[config.mk]
export PLATFORM = sky130hd
export DESIGN_NAME = aud_ser_tx
export DESIGN_NICKNAME = d
export VERILOG_FILES = /design/src/rtl/aud_ser_pkg.sv /design/src/rtl/aud_ser_clkgen.sv /design/src/rtl/aud_ser_hold.sv /design/src/rtl/aud_ser_shifter.sv /design/src/rtl/aud_ser_tx.sv
export SDC_FILE = /design/constraint.sdc
export NUM_CORES = 1
export LEC_CHECK = 0
export ABC_AREA = 1
export CAP_MARGIN = 20
export CORE_ASPECT_RATIO = 2
export CORE_MARGIN = 10
export CORE_UTILIZATION = 50
export DETAILED_ROUTE_END_ITERATION = 8
export PLACE_DENSITY = 0.82
export SLEW_MARGIN = 20
export SYNTH_ARGS = -nofsm -noshare
export SYNTH_HDL_FRONTEND = slang
export SYNTH_SLANG_ARGS = --single-unit
[constraint.sdc]
create_clock -name clk -period 3.1 [get_ports clk]
set_input_delay 0.465 -clock clk [delete_from_list [all_inputs] [get_ports clk]]
set_output_delay 0.465 -clock clk [all_outputs]
set_load 0.03 [all_outputs]
[src/rtl/aud_ser_pkg.sv]
package aud_ser_pkg;

  localparam int SLOT_W = 6;

  typedef enum logic [1:0] {
    FMT_LJ  = 2'd0,
    FMT_RJ  = 2'd1,
    FMT_I2S = 2'd2,
    FMT_RSV = 2'd3
  } fmt_e;

  function automatic logic [SLOT_W-1:0] word_len(input logic [1:0] code);
    case (code)
      2'd0:    return 6'd16;
      2'd1:    return 6'd20;
      2'd2:    return 6'd24;
      default: return 6'd32;
    endcase
  endfunction

  function automatic logic [SLOT_W-1:0] half_len(input logic [1:0] code);
    case (code)
      2'd0:    return 6'd16;
      2'd1:    return 6'd24;
      default: return 6'd32;
    endcase
  endfunction

  // frame clock level that marks the left half-frame
  function automatic logic left_level(input fmt_e fmt);
    return fmt != FMT_I2S;
  endfunction

endpackage

[src/rtl/aud_ser_clkgen.sv]
module aud_ser_clkgen
  import aud_ser_pkg::*;
#(
  parameter int DIV_W = 8
) (
  input  logic             clk,
  input  logic             rst_n,
  input  logic             cfg_master,
  input  logic [1:0]       cfg_fmt,
  input  logic [1:0]       cfg_bpf,
  input  logic [DIV_W-1:0] cfg_half,
  input  logic             bclk_i,
  input  logic             lrclk_i,
  output logic             bclk_o,
  output logic             lrclk_o,
  output logic             src_bclk,
  output logic             src_lr
);

  localparam int FRAME_W = SLOT_W + 1;

  logic [DIV_W-1:0]   div_cnt;
  logic               bclk_q;
  logic [SLOT_W-1:0]  mslot;
  logic [SLOT_W-1:0]  mslot_nx;
  logic [SLOT_W-1:0]  hl;
  logic [FRAME_W-1:0] frame_last;
  logic               phase_end;
  logic               m_right;
  logic               lr_m;
  logic [1:0]         bclk_sync;
  logic [1:0]         lr_sync;
  fmt_e               fmt;

  assign fmt        = fmt_e'(cfg_fmt);
  assign hl         = half_len(cfg_bpf);
  assign frame_last = ({1'b0, hl} << 1) - FRAME_W'(1);
  assign phase_end  = div_cnt >= (cfg_half - DIV_W'(1));
  assign mslot_nx   = ({1'b0, mslot} >= frame_last) ? '0 : mslot + SLOT_W'(1);
  assign m_right    = mslot >= hl;
  assign lr_m       = m_right ^ left_level(fmt);

  // master divider and slot counter; slot advances on each falling phase
  always_ff @(posedge clk or negedge rst_n) begin
    if (!rst_n) begin
      div_cnt <= '0;
      bclk_q  <= 1'b0;
      mslot   <= '1;
    end else if (!cfg_master) begin
      div_cnt <= '0;
      bclk_q  <= 1'b0;
      mslot   <= '1;
    end else if (phase_end) begin
      div_cnt <= '0;
      bclk_q  <= ~bclk_q;
      if (bclk_q) mslot <= mslot_nx;
    end else begin
      div_cnt <= div_cnt + DIV_W'(1);
    end
  end

  // two-stage synchronisers for slave clocks
  always_ff @(posedge clk or negedge rst_n) begin
    if (!rst_n) begin
      bclk_sync <= '0;
      lr_sync   <= '0;
    end else begin
      bclk_sync <= {bclk_sync[0], bclk_i};
      lr_sync   <= {lr_sync[0], lrclk_i};
    end
  end

  assign bclk_o   = cfg_master & bclk_q;
  assign lrclk_o  = cfg_master & lr_m;
  assign src_bclk = cfg_master ? bclk_q : bclk_sync[1];
  assign src_lr   = cfg_master ? lr_m   : lr_sync[1];

  // generated frame clock only moves together with a bit clock fall
  a_r1_lr_on_bclk_fall: assert property (@(posedge clk) disable iff (!rst_n)
    (cfg_master && $changed(lrclk_o)) |-> $fell(bclk_o));

endmodule

[src/rtl/aud_ser_hold.sv]
module aud_ser_hold #(
  parameter int SW = 32
) (
  input  logic          clk,
  input  logic          rst_n,
  input  logic          latch_ev,
  input  logic          in_valid,
  input  logic [SW-1:0] in_left,
  input  logic [SW-1:0] in_right,
  output logic          in_ready,
  output logic [SW-1:0] hold_l,
  output logic [SW-1:0] hold_r,
  output logic [SW-1:0] nxt_l,
  output logic [SW-1:0] nxt_r,
  output logic          underrun
);

  logic take;

  assign in_ready = latch_ev;
  assign take     = latch_ev & in_valid;
  assign nxt_l    = take ? in_left  : hold_l;
  assign nxt_r    = take ? in_right : hold_r;

  always_ff @(posedge clk or negedge rst_n) begin
    if (!rst_n) begin
      hold_l   <= '0;
      hold_r   <= '0;
      underrun <= 1'b0;
    end else if (latch_ev) begin
      hold_l   <= nxt_l;
      hold_r   <= nxt_r;
      underrun <= ~in_valid;
    end
  end

  // the acceptance window is exactly one cycle wide
  a_r8_ready_pulse: assert property (@(posedge clk) disable iff (!rst_n)
    in_ready |=> !in_ready);

  // underrun flag moves only at a frame boundary
  a_r9_underrun_at_boundary: assert property (@(posedge clk) disable iff (!rst_n)
    $changed(underrun) |-> $past(in_ready));

  // held pair keeps its value unless a transfer took place
  a_r9_hold_without_transfer: assert property (@(posedge clk) disable iff (!rst_n)
    !(in_ready && in_valid) |=> ($stable(hold_l) && $stable(hold_r)));

endmodule

[src/rtl/aud_ser_shifter.sv]
module aud_ser_shifter
  import aud_ser_pkg::*;
#(
  parameter int SW = 32
) (
  input  logic          clk,
  input  logic          rst_n,
  input  logic [1:0]    cfg_fmt,
  input  logic [1:0]    cfg_wlen,
  input  logic [1:0]    cfg_bpf,
  input  logic          src_bclk,
  input  logic          src_lr,
  input  logic [SW-1:0] hold_l,
  input  logic [SW-1:0] hold_r,
  input  logic [SW-1:0] nxt_l,
  input  logic [SW-1:0] nxt_r,
  output logic          latch_ev,
  output logic          sdata_o
);

  fmt_e              fmt;
  logic [SLOT_W-1:0] wl;
  logic [SLOT_W-1:0] hl;
  logic [SLOT_W-1:0] off;
  logic              bclk_d;
  logic              lr_prev;
  logic              locked;
  logic              in_right;
  logic [SLOT_W-1:0] slot;
  logic              fall;
  logic              lr_edge;
  logic              new_right;
  logic [SLOT_W-1:0] slot_nx;
  logic              right_nx;
  logic [SW-1:0]     word_nx;
  logic [SW-1:0]     word_prev;
  logic [SLOT_W-1:0] rel;
  logic [SW-1:0]     word_sh;
  logic [SW-1:0]     prev_sh;
  logic              spill;
  logic              in_word;
  logic              bit_nx;

  assign fmt = fmt_e'(cfg_fmt);
  assign wl  = word_len(cfg_wlen);
  assign hl  = half_len(cfg_bpf);

  // first word bit position inside a half-frame
  always_comb begin
    case (fmt)
      FMT_RJ:  off = hl - wl;
      FMT_I2S: off = SLOT_W'(1);
      default: off = '0;
    endcase
  end

  assign fall      = bclk_d & ~src_bclk;
  assign lr_edge   = locked & (src_lr != lr_prev);
  assign new_right = src_lr ^ left_level(fmt);
  assign latch_ev  = fall & lr_edge & ~new_right;

  assign slot_nx   = lr_edge ? '0 : ((&slot) ? slot : slot + SLOT_W'(1));
  assign right_nx  = lr_edge ? new_right : in_right;
  assign word_nx   = right_nx ? nxt_r : nxt_l;
  assign word_prev = new_right ? hold_l : hold_r;

  assign rel     = slot_nx - off;
  assign in_word = (slot_nx >= off) && (rel < wl);
  assign word_sh = word_nx << rel;
  assign prev_sh = word_prev << (wl - SLOT_W'(1));
  assign spill   = (fmt == FMT_I2S) && lr_edge && (hl == wl);

  always_comb begin
    if (spill)        bit_nx = prev_sh[SW-1];
    else if (in_word) bit_nx = word_sh[SW-1];
    else              bit_nx = 1'b0;
  end

  always_ff @(posedge clk or negedge rst_n) begin
    if (!rst_n) begin
      bclk_d   <= 1'b0;
      lr_prev  <= 1'b0;
      locked   <= 1'b0;
      in_right <= 1'b0;
      slot     <= '1;
      sdata_o  <= 1'b0;
    end else begin
      bclk_d <= src_bclk;
      if (fall) begin
        lr_prev <= src_lr;
        if (!locked) begin
          locked   <= 1'b1;
          in_right <= new_right;
          slot     <= '1;
          sdata_o  <= 1'b0;
        end else begin
          in_right <= right_nx;
          slot     <= slot_nx;
          sdata_o  <= bit_nx;
        end
      end
    end
  end

  // data line updates only right after a bit clock fall
  a_r10_data_after_fall: assert property (@(posedge clk) disable iff (!rst_n)
    $changed(sdata_o) |-> $past(fall));

endmodule

[src/rtl/aud_ser_tx.sv]
module aud_ser_tx
  import aud_ser_pkg::*;
#(
  parameter int SAMPLE_W = 32,
  parameter int DIV_W    = 8
) (
  input  logic                clk,
  input  logic                rst_n,
  input  logic                cfg_master,
  input  logic [1:0]          cfg_fmt,
  input  logic [1:0]          cfg_wlen,
  input  logic [1:0]          cfg_bpf,
  input  logic [DIV_W-1:0]    cfg_half,
  input  logic                s_valid,
  output logic                s_ready,
  input  logic [SAMPLE_W-1:0] s_left,
  input  logic [SAMPLE_W-1:0] s_right,
  input  logic                bclk_i,
  input  logic                lrclk_i,
  output logic                bclk_o,
  output logic                lrclk_o,
  output logic                clk_drive,
  output logic                sdata_o,
  output logic                underrun
);

  logic                src_bclk;
  logic                src_lr;
  logic                latch_ev;
  logic [SAMPLE_W-1:0] hold_l;
  logic [SAMPLE_W-1:0] hold_r;
  logic [SAMPLE_W-1:0] nxt_l;
  logic [SAMPLE_W-1:0] nxt_r;

  assign clk_drive = cfg_master;

  aud_ser_clkgen #(.DIV_W(DIV_W)) u_clkgen (
    .clk        (clk),
    .rst_n      (rst_n),
    .cfg_master (cfg_master),
    .cfg_fmt    (cfg_fmt),
    .cfg_bpf    (cfg_bpf),
    .cfg_half   (cfg_half),
    .bclk_i     (bclk_i),
    .lrclk_i    (lrclk_i),
    .bclk_o     (bclk_o),
    .lrclk_o    (lrclk_o),
    .src_bclk   (src_bclk),
    .src_lr     (src_lr)
  );

  aud_ser_hold #(.SW(SAMPLE_W)) u_hold (
    .clk      (clk),
    .rst_n    (rst_n),
    .latch_ev (latch_ev),
    .in_valid (s_valid),
    .in_left  (s_left),
    .in_right (s_right),
    .in_ready (s_ready),
    .hold_l   (hold_l),
    .hold_r   (hold_r),
    .nxt_l    (nxt_l),
    .nxt_r    (nxt_r),
    .underrun (underrun)
  );

  aud_ser_shifter #(.SW(SAMPLE_W)) u_shifter (
    .clk      (clk),
    .rst_n    (rst_n),
    .cfg_fmt  (cfg_fmt),
    .cfg_wlen (cfg_wlen),
    .cfg_bpf  (cfg_bpf),
    .src_bclk (src_bclk),
    .src_lr   (src_lr),
    .hold_l   (hold_l),
    .hold_r   (hold_r),
    .nxt_l    (nxt_l),
    .nxt_r    (nxt_r),
    .latch_ev (latch_ev),
    .sdata_o  (sdata_o)
  );

endmodule

After elaboration in Yosys (flattened, before gate mapping)
Index checks and enable logic that the tools add are counted.
Widths: inputs -> output; s select.
{ "totals": {"ram_bits": 0, "n_memories": 0, "out_inout_bits": 6, "input_bits": 84, "latch_bits": 0, "reg_bits": 95, "mem_bits_ro": 0, "wordCells": 84} }
{ "classes": {"n_lt_le_gt_ge": 5, "n_reduce_logical": 7, "mux": 25, "shift": 2, "addsub": 8, "n_mul": 0, "div": 0, "n_eq_ne": 10, "bitwise_logic": 13} }
{ "ops": {"columns": ["cell", "n"], "rows": [
  ["$mux 32", 4],
  ["$shl 32x6->32", 2],
  ["$mux 6", 7],
  ["$pmux 6 s2", 2],
  ["$pmux 6 s3", 1],
  ["$mux 8", 2],
  ["$add 6x1->6 const B", 2],
  ["$ge 6x6->1", 2],
  ["$sub 6x6->6", 2],
  ["$mux 1", 9],
  ["$add 8x1->8 const B", 1],
  ["$ge 8x8->1", 1],
  ["$sub 8x1->8 const B", 1],
  ["$and 1x1->1", 7],
  ["$ge 6x7->1", 1],
  ["$sub 7x1->7 const B", 1],
  ["$eq 2x1->1 const B", 3],
  ["$eq 6x6->1", 1],
  ["$lt 6x6->1", 1],
  ["$reduce_and 6->1", 1],
  ["$sub 6x1->6 const B", 1],
  ["$eq 2x2->1 const B", 2],
  ["$logic_not 2->1", 2],
  ["$ne 2x1->1 const B", 2],
  ["6 further kinds", 12]
]} }

Logic depth before layout (Yosys ltp)
Gate-level depths: netlist of run 1.
{ "logic_depth": {"word_depth": 16, "depth_mapped": 27, "depth_no_buf": 26} }

Cells and area by module
From an unflattened synthesis of run 1, not the netlist that was laid out.
{ "hier_totals": {"hier_cells": 877, "hier_area_um2": 6257.3} }
{ "modules_own_cells": {"columns": ["mod", "n_inst", "area_each_um2", "cells_per_inst", "seq_area_each_um2"], "rows": [
  ["aud_ser_hold", 1, 2802.7, 347, 1626.6],
  ["aud_ser_shifter", 1, 1995.7, 331, 282.8],
  ["aud_ser_clkgen", 1, 1451.4, 198, 483.0],
  ["aud_ser_tx", 1, 7.5, 1, 0.0]
]} }

Least setup slack after synthesis of run 1
OpenSTA, ideal clock, no wires.
{ "synth_timing": {"path_type": "in2reg", "startpoint": "input cfg_bpf[1]", "endpoint": "register u_shifter.sdata_o", "cell_stages": 23, "t_arrival_ns": 3.260, "setup_slack_ns": -0.226, "path_buffers": 1, "setup_ns": 0.066, "required_ns": 3.034, "cell_sequence": "inv_1 > ha_1 > a21oi_1 > nand3_1 > nand3_2 > nand2_2 > nand2_2 > nand3_1 > buf_6 > nand2_1 > inv_1 > ha_1 > a21oi_1 > o21ai_0 > xor2_1 > ha_1 > a21oi_1 > o221ai_1 > nor2_1 > nand3_1 > nand2_1 > nand2_1 > nand2_1"} }
{ "synth_between": {"elab_chain_len": 16, "word_cells_on_any_way": 33, "cone_classes": "add/sub (2); order compare (3); eq/ne (3); shift (2); mux (12); bitwise (7); reduce/logical (4)"} }
{ "synth_lines": {"columns": ["item", "line_no", "text"], "rows": [
  ["start: declaration", "aud_ser_tx.sv:12", "input logic [1:0] cfg_bpf,"],
  ["$eq 2x1->1 or $logic_not 2->1 (tied branches)", "aud_ser_pkg.sv:22", "case (code)"],
  ["$pmux 6 s2 *", "aud_ser_pkg.sv:22", null],
  ["parallel branches: the longest is 12 deep, another holds $ge 6x6->1", null, null],
  ["$mux 1 *", "aud_ser_shifter.sv:74", "if (spill) bit_nx = prev_sh[SW-1];"],
  ["$mux 1 *", "aud_ser_shifter.sv:91", "if (!locked) begin"],
  ["end signal: assignment", "aud_ser_shifter.sv:99", "sdata_o <= bit_nx;"],
  ["end: declaration", "aud_ser_shifter.sv:18", "output logic sdata_o"]
]} }
Every way passes the cells marked *.
A chain may end at the register's enable or synchronous reset.

Worst setup path after layout of run 1
{ "layout_timing": {"startpoint": "register u_clkgen.mslot[5]", "endpoint": "register u_shifter.sdata_o"} }
{ "layout_between": {"elab_chain_len": 14, "word_cells_on_any_way": 27, "cone_classes": "add/sub (1); order compare (3); eq/ne (1); shift (2); mux (10); bitwise (7); reduce/logical (3)"} }
{ "layout_lines": {"columns": ["item", "line_no", "text"], "rows": [
  ["start: declaration", "aud_ser_clkgen.sv:24", "logic [SLOT_W-1:0] mslot;"],
  ["start signal: assignment", "aud_ser_clkgen.sv:56", "if (bclk_q) mslot <= mslot_nx;"],
  ["$ge 6x6->1 *", "aud_ser_clkgen.sv:40", "assign m_right = mslot >= hl;"],
  ["$xor 1x1->1 *", "aud_ser_clkgen.sv:41", "assign lr_m = m_right ^ left_level(fmt);"],
  ["$mux 1 *", "aud_ser_clkgen.sv:76", "assign src_lr = cfg_master ? lr_m : lr_sync[1];"],
  ["parallel branches: the longest is 9 deep, another holds $sub 6x6->6", null, null],
  ["$mux 1 *", "aud_ser_shifter.sv:74", null],
  ["$mux 1 *", "aud_ser_shifter.sv:91", null]
]} }
Marks and branches as above.

==> results.json, run 1 <==
{
  "peakVddDrop_uv": 551,
  "outcome": "complete, but fails checks",
  "worstReg2RegEnd": "u_shifter.sdata_o$_DFFE_PN0P_",
  "hpwlAfterDp_um": 13000,
  "worst_slack_ns": -0.295,
  "n_antenna_cell": 0,
  "avgSynthCellArea_um2": 7.63,
  "crit_slowest_cell": "dfstp_2",
  "cp.arrival_ns": 3.68,
  "final_max_slew_viol_count": 0,
  "rsz0062_at_grt": "yes",
  "drt_pass1_iterations": 7,
  "yosysWarnings": 0,
  "power_density_nw_per_um2": 875,
  "r2r_setup_slack_ns": -0.30,
  "max-clock-path-buffers": 2,
  "layout-drive-gt1-share_pct": 18.7,
  "worstMarginPinSlew_ns": 0.532,
  "routed_wl_um": 18100,
  "h-tree-depth": 3,
  "r2r-start": "u_clkgen.mslot[5]$_DFFE_PN1P_",
  "die_h_um": 177,
  "critPathRequiredTime_ns": 3.39,
  "ant_nets": 0,
  "grt_usage_pct": 19.6,
  "p_leak_nw": 4.14,
  "ff2ff_path_depth": 23,
  "final_area_um2": 8400,
  "cts_tree": "yes",
  "synth.most_common_cell": "nand2_1",
  "synth_cell_types": 38,
  "die-area_um2": 17400,
  "setup_viol": 1,
  "nets": 1077,
  "yosysSeqAreaShare_pct": 38.9,
  "grt_pass1_wl_um": 28200,
  "crit_chain": "ha_4, nand2_1, inv_1, nand2_2, nand3_2, nand3_4, nand2_2, nand2_2, nand3_4, nand2_2, inv_2, ha_4, nand2_2, o21ai_2, xor2_2, ha_4, a21oi_2, o221ai_2, nor2_1, nand3_1, nand2_1, nand2_1, nand2_1",
  "finalHoldViolCount": 0,
  "cts_root_buf": "clkbuf_16",
  "hold_path.class": "in -> async",
  "start_kind": "flip-flop",
  "crit_type": "reg -> reg",
  "cpPeakStageDelay_ns": 0.57,
  "synth_area_um2": 6140,
  "fmax_mhz": 295,
  "relSlewSlack_pct": 64.6,
  "yosys_most_used_dff": "dfrtp_1",
  "insertion_delay_ns": 0.35,
  "drt_iter0_drc": 411,
  "fp.dieW_um": 98.4,
  "row_count": 57,
  "synth_top_area_cell": "dfrtp_1",
  "clock-skew-final_ns": 0.00406,
  "critPathMaxFanout": 7,
  "wire_per_inst_um": 16.3,
  "end_kind": "flip-flop",
  "area_growth_pct": 36.8,
  "violations": "setup timing",
  "cts-buffers-inserted": 9,
  "syn-instance-count": 805,
  "place_area_um2": 7730,
  "antenna_found_initial": 0,
  "grt_pass1_vias": 6074,
  "min_period_ns": 3.40,
  "crit_path_end": "u_shifter.sdata_o$_DFFE_PN0P_",
  "gp_congestion": 0.892,
  "start_util_pct": 50.7,
  "core-area_um2": 12100,
  "netlist_top_cells_area": "dfrtp_1 (34%), nand2_1 (12%), nand3_1 (10%), ha_1 (6.9%), inv_1 (6.5%)",
  "grt_max_degree": 96,
  "overflow": 0,
  "vias_per_cell": 5.36,
  "io_buffers": 89,
  "cp-startpoint": "u_clkgen.mslot[5]$_DFFE_PN1P_",
  "synth_edf_count": 0,
  "drc": 0,
  "synthTopCellsByCount": "nand2_1 (192), nand3_1 (126), inv_1 (107)",
  "post-route-period-util_pct": 110,
  "ys_async_sr_fraction_pct": 100,
  "vias": 5953,
  "path_common_cell": "nand2_2",
  "cts_sinks": 95,
  "cts.clk_slew.worst_paths_ns": 0.07,
  "ios": 90,
  "synthDominantCellAreaShare_pct": 33.8,
  "max_cap_viol_count": 0,
  "whs_ns": 0.132,
  "ys_seq_elements": 95,
  "synth_nets": 923
}
## layout make-up
cell class                 count  area, µm²
sequential                    95       2390
fill                         956       3720
tap                          147        184
inverter                     112        420
multi-input combinational    565       3430
clock buffer                  12        256
timing repair buffer         176       1700
clock inverter                 3       26.3
## worst min-delay path by stage
stage / cells after the start / end / slack, ns
2_1_floorplan: 0 / u_clkgen.bclk_q$_DFFE_PN0P_ / 0.17
3_3_place_gp: 0 / u_clkgen.lr_sync[1]$_DFF_PN0_ / 0.33
3_5_place_dp: 0 / u_clkgen.lr_sync[1]$_DFF_PN0_ / 0.34
4_1_cts: 2 / u_hold.underrun$_DFFE_PN0N_ / 0.19
5_1_grt: 2 / u_hold.underrun$_DFFE_PN0N_ / 0.20
6_report: 2 / u_hold.underrun$_DFFE_PN0N_ / 0.13
## worst max-delay path: cells and delay by family (launching register included)
family | cells | cell delay (ns)
simple gates | 14 | 1.20
buf+inv | 2 | 0.11
compound gates | 3 | 0.48
flops | 1 | 0.57
fa+ha+maj | 3 | 0.75
xor+xnor | 1 | 0.22
## cell usage in the layout (no fill, tap or decap), types with 11 or more instances in the layout
cell	instances
a21oi_1	23
dfstp_2	12
buf_4	73
nor2_1	26
ha_1	23
nand2_2	11
inv_2	11
dfrtp_1	83
nand2_1	183
clkdlybuf4s50_1	83
o21ai_0	11
nand3b_1	37
nand3_1	123
and2_1	42
inv_1	101
## per-layer routing
| metal | up-vias | part of all wire [%] | global-route usage (%) |
|---|---|---|---|
| li1 | 2906 | - | - |
| met1 | 2817 | 36 | 19.8 |
| met2 | 178 | 55 | 36.8 |
| met3 | 52 | 4.1 | 2.85 |
| met4 | 0 | 4.5 | 11.1 |
| met5 | - | 0 | 0 |
## flip-flops by register name, indices dropped and copies added, names as in the netlist, 2 cells and up
register            flops
u_clkgen.lr_sync        2
u_shifter.slot          6
u_clkgen.mslot          6
u_clkgen.div_cnt        8
u_hold.hold_r          32
u_clkgen.bclk_sync      2
u_hold.hold_l          32
## kinds of logic after synthesis
group,count (synthesis),synth area share [%]
flip-flops,95,38.9
adder cells (fa/ha/maj),34,6.92
AND/OR/NAND/NOR,448,35.2
buffers and inverters,145,10.2
XOR/XNOR,14,2.00
AO/OA/AOI/OAI,69,6.74
## per-stage QoR
| step | setup WS, ns | setup TNS [ns] | total power [mW] | cells | util [%] |
|---|---|---|---|---|---|
| 4_1_cts | -0.148 | -0.148 | 6.89 | 1099 | 67.3 |
| 3_5_place_dp | -0.776 | -0.776 | 5.53 | 1075 | 63.7 |
| 5_1_grt | -0.540 | -0.546 | 7.87 | 1110 | 69.3 |
| 2_1_floorplan | -0.00210 | -0.00210 | 4.30 | 805 | - |
| 6_report | -0.295 | -0.295 | 7.36 | 1110 | 69.3 |
| 3_3_place_gp | -0.667 | -0.667 | 5.45 | 1075 | 63.7 |
## what timing repair did
| action | in CTS | in global routing |
|---|---|---|
| buffers inserted | 9 | 9 |
| gates cloned | 0 | 2 |
| pin swaps | 25 | 21 |
| endpoints found under the setup margin | 1 | 2 |
| resized for setup | 23 | 26 |
| hold buffers | 0 | 0 |
## power breakdown
group / internal, mW / switching (mW)
registers: 1.78 / 0.194
logic: 2.00 / 2.31
clock network: 0.591 / 0.483
total: 4.37 / 2.99
Note: power is estimated with default switching activity, not from simulation.
==> inputs of run 2 (changes only) <==
Settings changed: CAP_MARGIN 20 to unset, GPL_TIMING_DRIVEN set to 0.
==> run 2 against run 1 <==
The run still ends with setup timing left. Sequential power is essentially flat. Sequential cell count unchanged. Combinational power fell by 11%. Die area unchanged. Largest power group unchanged. Largest cell class unchanged. Global-route usage up 0.16 points. Highest routed layer unchanged. Critical path type unchanged. Critical path depth rose by 2. Clock power rose by 9%. Non-clock buffer count is 30 lower. Setup slack got worse by 0.086 ns. Critical endpoint unchanged.
==> results.json, run 2 (synthesized netlist as in run 1, its figures left out) <==
{
  "drc": 0,
  "nets": 1047,
  "outcome": "complete, but fails checks",
  "utilization_pct": 66.6,
  "critPathMaxFanout": 7,
  "die_h_um": 177,
  "post-route-period-util_pct": 112,
  "min_period_ns": 3.48,
  "layout_commonest_cell": "nand2_1",
  "reg.largest.list": "u_hold.hold_l: 32 flops, u_hold.hold_r: 32 flops, u_clkgen.div_cnt: 8 flops",
  "drt_pass1_iterations": 5,
  "ctsHoldBuffers": 0,
  "grt_usage_pct": 19.8,
  "overflow": 0,
  "crit_slowest_cell": "dfstp_2",
  "start_util_pct": 50.7,
  "cts_tree": "yes",
  "dpl_worst_slack_ns": -1.24,
  "layout-drive-gt1-share_pct": 15.3,
  "mostFrequentLayoutCells": "nand2_1 (183), nand3_1 (123), inv_1 (99), clkdlybuf4s50_1 (83), dfrtp_1 (83)",
  "area_growth_pct": 31.5,
  "relSlewSlack_pct": 65.4,
  "fillerInstances": 958,
  "rsz0062_at_grt": "yes",
  "setup_tns_ns": -0.418,
  "cts_sinks": 95,
  "cts.clk_slew.worst_paths_ns": 0.07,
  "worstMarginPinSlew_ns": 0.520,
  "finalHoldViolCount": 0,
  "ff2ff_path_depth": 25,
  "setup_viol": 2,
  "final_max_slew_viol_count": 0,
  "gp_congestion": 0.858,
  "grt_pass1_wl_um": 28300,
  "fmax_mhz": 287,
  "r2r_setup_slack_ns": -0.38,
  "peakVddDrop_uv": 492,
  "vias": 5807,
  "path_common_cell": "nand2_1",
  "core-area_um2": 12100,
  "hpwlAfterDp_um": 12900,
  "grt_pass1_vias": 6112,
  "seq_area_um2": 2390,
  "multi_input_area_um2": 3430,
  "grt_max_degree": 50,
  "row_count": 57,
  "vias_per_cell": 5.37,
  "cpPeakStageDelay_ns": 0.56,
  "cts-buffers-inserted": 9,
  "cts_root_buf": "clkbuf_16",
  "worst_slack_ns": -0.381,
  "ant_nets": 0,
  "n_antenna_cell": 0,
  "p_leak_nw": 3.96,
  "violations": "setup timing",
  "max-clock-path-buffers": 2,
  "insertion_delay_ns": 0.35,
  "start_kind": "flip-flop",
  "fp.dieW_um": 98.4,
  "critPathRequiredTime_ns": 3.39,
  "worstReg2RegEnd": "u_shifter.sdata_o$_DFFE_PN0P_",
  "io_buffers": 88,
  "crit_type": "reg -> reg",
  "r2r-start": "u_clkgen.mslot[5]$_DFFE_PN1P_",
  "ios": 90,
  "power_density_nw_per_um2": 866,
  "h-tree-depth": 3,
  "cp.arrival_ns": 3.77,
  "wire_per_inst_um": 16.6,
  "die-area_um2": 17400,
  "end_kind": "flip-flop",
  "clock-skew-final_ns": 0.00721,
  "p_total_mw": 6.99,
  "drt_iter0_drc": 421,
  "antenna_found_initial": 0,
  "hold_path.class": "in -> async",
  "routed_wl_um": 17900,
  "max_cap_viol_count": 0
}
==> run 2: changes by cell type in the layout (fill, tap and decap cells not counted), sizes merged <==
cell / change
dlymetal6s2s: -1
clkinvlp: +1
buf: -37
inv: +1
dlygate4sd2: -1
clkbuf: +5
clkdlybuf4s15: +1
bufinv: +1
clkinv: +1
==> run 2: critical path: cells and delay by family, from the launching register on <==
family,cells,cell delay [ns]
and+or+nand+nor,14,1.11
adders and majority gates,3,0.67
AOI/OAI and AO/OA,4,0.59
DFF,1,0.56
buffers and inverters,3,0.25
xor gates and xnor gates,1,0.24
==> run 2: worst max-delay path by stage <==
stage	to	from	slack (ns)
after floorplan	u_shifter.sdata_o$_DFFE_PN0P_	u_clkgen.mslot[5]$_DFFE_PN1P_	-0.002
after global placement	u_shifter.sdata_o$_DFFE_PN0P_	rst_n	-2.02
after detailed placement	u_shifter.sdata_o$_DFFE_PN0P_	cfg_bpf[1]	-1.24
after CTS	u_shifter.sdata_o$_DFFE_PN0P_	u_clkgen.mslot[5]$_DFFE_PN1P_	-0.22
after global routing	u_shifter.sdata_o$_DFFE_PN0P_	u_clkgen.mslot[5]$_DFFE_PN1P_	-0.64
final	u_shifter.sdata_o$_DFFE_PN0P_	u_clkgen.mslot[5]$_DFFE_PN1P_	-0.38
==> run 2: report_power, final <==
group	total, mW	switching, mW	leakage (nW)	internal [mW]
Sequential	1.97	0.194	1.09	1.78
Clock	1.17	0.529	0.151	0.646
Combinational	3.85	2.19	2.72	1.66
==> run 2: cell type report <==
| type | instances | share of cell area, % |
|---|---|---|
| Multi-Input combinational cell | 565 | 42.4 |
| Sequential cell | 95 | 29.6 |
| Timing Repair Buffer | 115 | 13.8 |
| Inverter | 112 | 5.21 |
| Clock buffer | 9 | 2.79 |
| Buffer | 31 | 2.71 |
| Tap cell | 147 | 2.28 |
| Clock inverter | 7 | 1.13 |
==> run 2: what timing repair did <==
item,CTS,global route
endpoints found under the hold margin,0,0
pin swaps,22,22
gates cloned,0,0
buffers inserted,18,8
resized for setup,27,28
setup endpoints to repair,2,5
==> run 2: layer usage <==
metal,track usage [%],part of all wire (%),vias up
met3,2.85,4.3,56
met2,37.7,54,206
met4,11.4,4.7,0
li1,-,-,2848
met1,19.4,37,2697
met5,0,0,-
==> run 2: stage by stage <==
stage	hold WS, ns	std cells	area, µm²
floorplan	0.169	805	6260
global placement	0.336	1040	7330
detailed placement	0.335	1041	7360
CTS	0.0589	1073	7880
global route	0.0659	1081	8080
finish	0.0372	1081	8080
